<file path="config.mk">
export PLATFORM = sky130hd
export DESIGN_NAME = dma_cycle_seq
export DESIGN_NICKNAME = d
export VERILOG_FILES = /design/src/rtl/dma_seq_pkg.sv /design/src/rtl/dma_seq_ctrl.sv /design/src/rtl/dma_seq_dpath.sv /design/src/rtl/dma_cycle_seq.sv
export SDC_FILE = /design/constraint.sdc
export NUM_CORES = 1
export LEC_CHECK = 0
export BUFFER_PORTS_ARGS = -buffer_cell sky130_fd_sc_hd__buf_2
export CORE_MARGIN = 4
export CORE_UTILIZATION = 45
export CTS_CLUSTER_DIAMETER = 100
export DETAILED_ROUTE_END_ITERATION = 8
export HOLD_SLACK_MARGIN = 0.08
export PLACE_DENSITY = 0.89
export REMOVE_ABC_BUFFERS = 1
export SETUP_SLACK_MARGIN = 0.15
export SYNTH_ARGS = -nofsm -noshare
export SYNTH_HDL_FRONTEND = slang
export SYNTH_HIERARCHICAL = 1
export SYNTH_SLANG_ARGS = --single-unit
</file>
<file path="constraint.sdc">
create_clock -name clk -period 1.9 [get_ports clk]
set_clock_uncertainty 0.1 [all_clocks]
set_input_delay 0.38 -clock clk [delete_from_list [all_inputs] [get_ports clk]]
set_output_delay 0.38 -clock clk [all_outputs]
set_load 0.05 [all_outputs]
</file>
<file path="src/rtl/dma_seq_pkg.sv">
package dma_seq_pkg;

  typedef enum logic [2:0] {
    ST_IDLE,
    ST_ADDR,
    ST_RDST,
    ST_WRST,
    ST_WAIT,
    ST_END
  } seqState_t;

  typedef struct packed {
    logic load;
    logic own;
    logic addrPhase;
    logic rdPhase;
    logic wrPhase;
  } seqCtrl_t;

  localparam logic [1:0] XFER_WRITE = 2'b01;
  localparam logic [1:0] XFER_READ  = 2'b10;

endpackage

</file>
<file path="src/rtl/dma_seq_ctrl.sv">
module dma_seq_ctrl
  import dma_seq_pkg::*;
(
  input  logic     clk,
  input  logic     rst_n,
  input  logic     anyReq,
  input  logic     hlda,
  input  logic     ready,
  input  logic     extWrite,
  output seqCtrl_t ctrl
);

  seqState_t state, stateNext;
  logic      startCycle;

  // A new cycle begins from idle or from the end state when granted
  assign startCycle = hlda && anyReq &&
                      (state == ST_IDLE || state == ST_END);

  always_comb begin
    stateNext = state;
    unique case (state)
      ST_IDLE: if (startCycle) stateNext = ST_ADDR;
      ST_ADDR: stateNext = ST_RDST;
      ST_RDST: stateNext = ST_WRST;
      ST_WRST: stateNext = ready ? ST_END : ST_WAIT;
      ST_WAIT: stateNext = ready ? ST_END : ST_WAIT;
      ST_END:  stateNext = startCycle ? ST_ADDR : ST_IDLE;
      default: stateNext = ST_IDLE;
    endcase
  end

  always_ff @(posedge clk or negedge rst_n) begin
    if (!rst_n) state <= ST_IDLE;
    else        state <= stateNext;
  end

  always_comb begin
    ctrl.load      = startCycle;
    ctrl.own       = (state != ST_IDLE);
    ctrl.addrPhase = (state == ST_ADDR);
    ctrl.rdPhase   = (state == ST_RDST) || (state == ST_WRST) ||
                     (state == ST_WAIT);
    ctrl.wrPhase   = (state == ST_WRST) || (state == ST_WAIT) ||
                     ((state == ST_RDST) && extWrite);
  end

endmodule

</file>
<file path="src/rtl/dma_seq_dpath.sv">
module dma_seq_dpath
  import dma_seq_pkg::*;
#(
  parameter int NUM_CH = 4,
  parameter int ADDR_W = 16,
  parameter int LO_W   = 8,
  localparam int CH_W  = (NUM_CH > 1) ? $clog2(NUM_CH) : 1,
  localparam int HI_W  = ADDR_W - LO_W
) (
  input  logic              clk,
  input  logic              rst_n,
  input  seqCtrl_t          ctrl,
  input  logic [NUM_CH-1:0] chReq,
  input  logic [NUM_CH-1:0] chEnable,
  input  logic [CH_W-1:0]   winChan,
  input  logic [ADDR_W-1:0] memAddr,
  input  logic [1:0]        xferType,
  output logic              anyReq,
  output logic [NUM_CH-1:0] dackN,
  output logic [HI_W-1:0]   dataOut,
  output logic              dataOe,
  output logic [LO_W-1:0]   addrOut,
  output logic              addrOe,
  output logic              memRdN,
  output logic              memWrN,
  output logic              ioRdN,
  output logic              ioWrN
);

  logic [CH_W-1:0]   chanQ;
  logic [ADDR_W-1:0] addrQ;
  logic [1:0]        typeQ;

  assign anyReq = |(chReq & chEnable);

  always_ff @(posedge clk or negedge rst_n) begin
    if (!rst_n) begin
      chanQ <= '0;
      addrQ <= '0;
      typeQ <= '0;
    end else if (ctrl.load) begin
      chanQ <= winChan;
      addrQ <= memAddr;
      typeQ <= xferType;
    end
  end

  for (genvar ch = 0; ch < NUM_CH; ch++) begin : g_dack
    assign dackN[ch] = !(ctrl.own && (chanQ == CH_W'(ch)));
  end

  assign dataOe  = ctrl.addrPhase;
  assign dataOut = ctrl.addrPhase ? addrQ[ADDR_W-1:LO_W] : '0;
  assign addrOe  = ctrl.own;
  assign addrOut = ctrl.own ? addrQ[LO_W-1:0] : '0;

  // Type selects which strobe pair the read and write phases drive
  assign ioRdN  = !(ctrl.rdPhase && typeQ == XFER_WRITE);
  assign memWrN = !(ctrl.wrPhase && typeQ == XFER_WRITE);
  assign memRdN = !(ctrl.rdPhase && typeQ == XFER_READ);
  assign ioWrN  = !(ctrl.wrPhase && typeQ == XFER_READ);

endmodule

</file>
<file path="src/rtl/dma_cycle_seq.sv">
module dma_cycle_seq
  import dma_seq_pkg::*;
#(
  parameter int NUM_CH = 4,
  parameter int ADDR_W = 16,
  parameter int LO_W   = 8,
  localparam int CH_W  = (NUM_CH > 1) ? $clog2(NUM_CH) : 1,
  localparam int HI_W  = ADDR_W - LO_W
) (
  input  logic              clk,
  input  logic              rst_n,
  input  logic [NUM_CH-1:0] chReq,
  input  logic [NUM_CH-1:0] chEnable,
  input  logic [CH_W-1:0]   winChan,
  input  logic [ADDR_W-1:0] memAddr,
  input  logic [1:0]        xferType,
  input  logic              extWrite,
  input  logic              hlda,
  input  logic              ready,
  input  logic              csN,
  output logic              hrq,
  output logic [NUM_CH-1:0] dackN,
  output logic              aen,
  output logic              adstb,
  output logic [HI_W-1:0]   dataOut,
  output logic              dataOe,
  output logic [LO_W-1:0]   addrOut,
  output logic              addrOe,
  output logic              memRdN,
  output logic              memWrN,
  output logic              ioRdN,
  output logic              ioWrN,
  output logic              regSel
);

  seqCtrl_t ctrl;
  logic     anyReq;

  dma_seq_ctrl u_ctrl (
    .clk      (clk),
    .rst_n    (rst_n),
    .anyReq   (anyReq),
    .hlda     (hlda),
    .ready    (ready),
    .extWrite (extWrite),
    .ctrl     (ctrl)
  );

  dma_seq_dpath #(
    .NUM_CH (NUM_CH),
    .ADDR_W (ADDR_W),
    .LO_W   (LO_W)
  ) u_dpath (
    .clk      (clk),
    .rst_n    (rst_n),
    .ctrl     (ctrl),
    .chReq    (chReq),
    .chEnable (chEnable),
    .winChan  (winChan),
    .memAddr  (memAddr),
    .xferType (xferType),
    .anyReq   (anyReq),
    .dackN    (dackN),
    .dataOut  (dataOut),
    .dataOe   (dataOe),
    .addrOut  (addrOut),
    .addrOe   (addrOe),
    .memRdN   (memRdN),
    .memWrN   (memWrN),
    .ioRdN    (ioRdN),
    .ioWrN    (ioWrN)
  );

  assign hrq    = anyReq || ctrl.own;
  assign aen    = ctrl.own;
  assign adstb  = ctrl.addrPhase;
  assign regSel = !csN && !ctrl.own;

endmodule

</file>
==> impl_metrics.yaml <==
setup_path:
  worstPathArrival_ps: 1590
  crit_fanout: 8
  worstSetupEndpointType: "output pin"
  worstPathRequired_ps: 1420
  setup.worst_path.start_class: "flip-flop"
  crit-reg2reg-launch: "u_ctrl/state[2]"
  r2r_cells: 7
  criticalPathCategory: "reg -> out"
  regToRegSetupSlack_ps: -60
  timing.rr.end: "u_dpath/addrQ[14]"
drt:
  num_vias: 1189
  ant_nets: 0
  drtIter0Drc: 50
  routedWlPerCell_um: 19.7
  met2WireLength_mm: 2.26
  dr.max_layer_used: "met4"
  drt-met1-wl_mm: 1.53
  first_pass_iters: 7
  via_per_inst: 5.43
  post-route-drc-count: 0
  routed-wl-met3_um: 370
  wirelength_mm: 4.32
sta:
  period_share_pct: 109
  rsz0062_at_grt: "yes"
  hold_ws_ps: 199
  drv_slew: 0
  tns_ps: -4290
  max_slew_margin_pct: 66.6
  setup_slack_ps: -172
  hold_viol_final: 0
  tightest_slew_ps: 500
  min_period_ps: 2070
  timing.fmax_mhz: 483
  finalSetupViolations: 50
floorplanning:
  die_area_um2: 3770
  pin_count: 64
  core-area_um2: 2730
  die_x_um: 61.4
  row_count: 19
  die_height_um: 61.4
  initial_core_util_pct: 47.0
yosys:
  synth_area_leaders: "dfrtp_1, mux2_4, and2_1"
  syn_inst: 104
  synth_top_cell_by_area: "dfrtp_1"
  yosys_warnings: 6
  avgSynthCellArea_um2: 12.3
  ys_seq_elements: 23
  syn-cell-area_um2: 1280
  ys_seq_area_share_pct: 44.8
  synth_cell_types: 25
  synth_top_area_share_pct: 44.8
final_layout:
  mostFrequentLayoutCell: "buf_2"
  final_cells: 219
  drive_gt1_share_pct: 75.0
  nFillCells: 126
  final_cell_mix: "buf_2, buf_6, dfrtp_1"
  n_antenna_cell: 0
  syn2layout_area_growth_pct: 74.1
  layout.nets: 223
pwr:
  powerDensity_nw_per_um2: 2250
  power_mw: 5.04
  ir_worst_vdd_uv: 1830
  swShare_pct: 47.1
  net-switching-power_mw: 2.37
  internal_power_mw: 2.66
  comb_power_share_pct: 77.0
  p_leak_nw: 1.09
  pwr-share-clk_pct: 4.4
  power.share.sequential_pct: 18.6
placed_design:
  dp_cells: 195
  dp_worst_setup_slack_ps: 6.21
  gp_congestion: 0.784
  portBuffers: 63
  hpwlAfterDp_mm: 2.16
outcome:
  failed_checks: "setup timing"
  status: "finished, violations left"
min_path:
  hp-start: "xferType[0]"
  hold_path_class: "in -> reg"
  min_path_cells: 2
  hold_path_end: "u_dpath/typeQ[0]"
clock_tree:
  cts.reportedPaths.clkPinSlew_ps: 130
  numCtsBuffers: 3
  cts.sinks: 23
  cts-htree-levels: 1
  clock_path_buffers: 2
  cts-root-buf: "clkbuf_4"
  cts_tree: "built"
  clock_latency_ps: 300
global_routing:
  antenna_found_initial: 0
  grt_overflow: 0
  grt_pass1_wl_mm: 5.99
  grt_max_degree: 24
  grt_use_total_pct: 21.8
  grt_pass1_vias: 1260
flow_run:
  maxCapViolations: 0
## state kept, by name, indices dropped and copies added (netlist names)
| signal | flops |
|---|---|
| u_dpath/addrQ | 16 |
| u_dpath/chanQ | 2 |
| u_ctrl/state | 3 |
| u_dpath/typeQ | 2 |
## power groups by stage
stage	Sequential, mW	Clock (mW)	Combinational (mW)
floorplan	0.897	0	1.97
global placement	0.865	0	2.49
detailed placement	0.889	0	2.54
CTS	0.909	0.221	3.51
global route	0.961	0.248	4.01
finish	0.937	0.221	3.88
## repair_timing
item | CTS | global route
hold buffers | 1 | 0
resized for setup | 90 | 28
gates cloned | 3 | 0
hold endpoints to repair | 23 | 0
setup endpoints to repair | 50 | 50
buffers inserted | 12 | 4
pin swaps | 6 | 4
## kinds of logic (layout without fill, tap and decap cells)
family	Yosys count	count (layout)	share of synthesized area [%]
and+or+nand+nor	44	45	20.5
xor gates and xnor gates	2	2	1.36
AOI/OAI and AO/OA	6	6	3.80
muxes	20	20	23.4
buffers and inverters	9	92	6.14
DFF	23	23	44.8
## stage by stage
stage / area [µm²] / util (%)
final: 2230 / 81.7
after CTS: 2110 / 77.1
after global placement: 1620 / 59.3
after floorplan: 1200 / -
after detailed placement: 1620 / 59.3
after global routing: 2230 / 81.7
## routing by layer
metal	vias to the layer above	global-route usage, %
met5	-	0
met2	78	40.9
met1	576	25.2
met4	0	7.27
met3	18	3.14
li1	517	-
## how the worst max path moves through the flow
| stage | start | to | cells after the start |
|---|---|---|---|
| final | u_ctrl/state[0] | hrq | 3 |
| after global routing | u_ctrl/state[0] | hrq | 3 |
| after CTS | u_ctrl/state[0] | hrq | 3 |
| after detailed placement | u_ctrl/state[1] | hrq | 3 |
| after global placement | u_ctrl/state[1] | hrq | 3 |
| after floorplan | u_ctrl/state[0] | dataOut[0] | 2 |
## final cells by class
type                            count  area, µm²  share of cell area (%)
Sequential cell                    23        576                    25.8
Clock buffer                        4       26.3                    1.18
Timing Repair Buffer               88        828                    37.1
Multi-Input combinational cell     73        766                    34.3
Tap cell                           31       38.8                    1.74
## Yosys cell counts
library cell and n:
nand3_1 1, nor3_1 1, nand2_1 10, or3b_1 1
mux2_4 20, a22oi_1 2, or3_1 1, nand3b_1 2
buf_6 4, or2_1 1, nor3b_1 2, nor2_1 3
nor2b_4 2, xnor2_1 1, and2_1 16, a21oi_2 1
clkbuf_1 1, dfrtp_1 23, o221ai_2 1, nor2b_1 2
xor2_1 1, buf_4 4, o21ai_0 1, o21ai_1 1
nand2b_1 2
## critical path: stages (launching register included)
cell	delay (ps)
dfrtp_1	450
or3_4	450
or2_1	240
buf_6	160
Power figures use the tool's default switching activity.
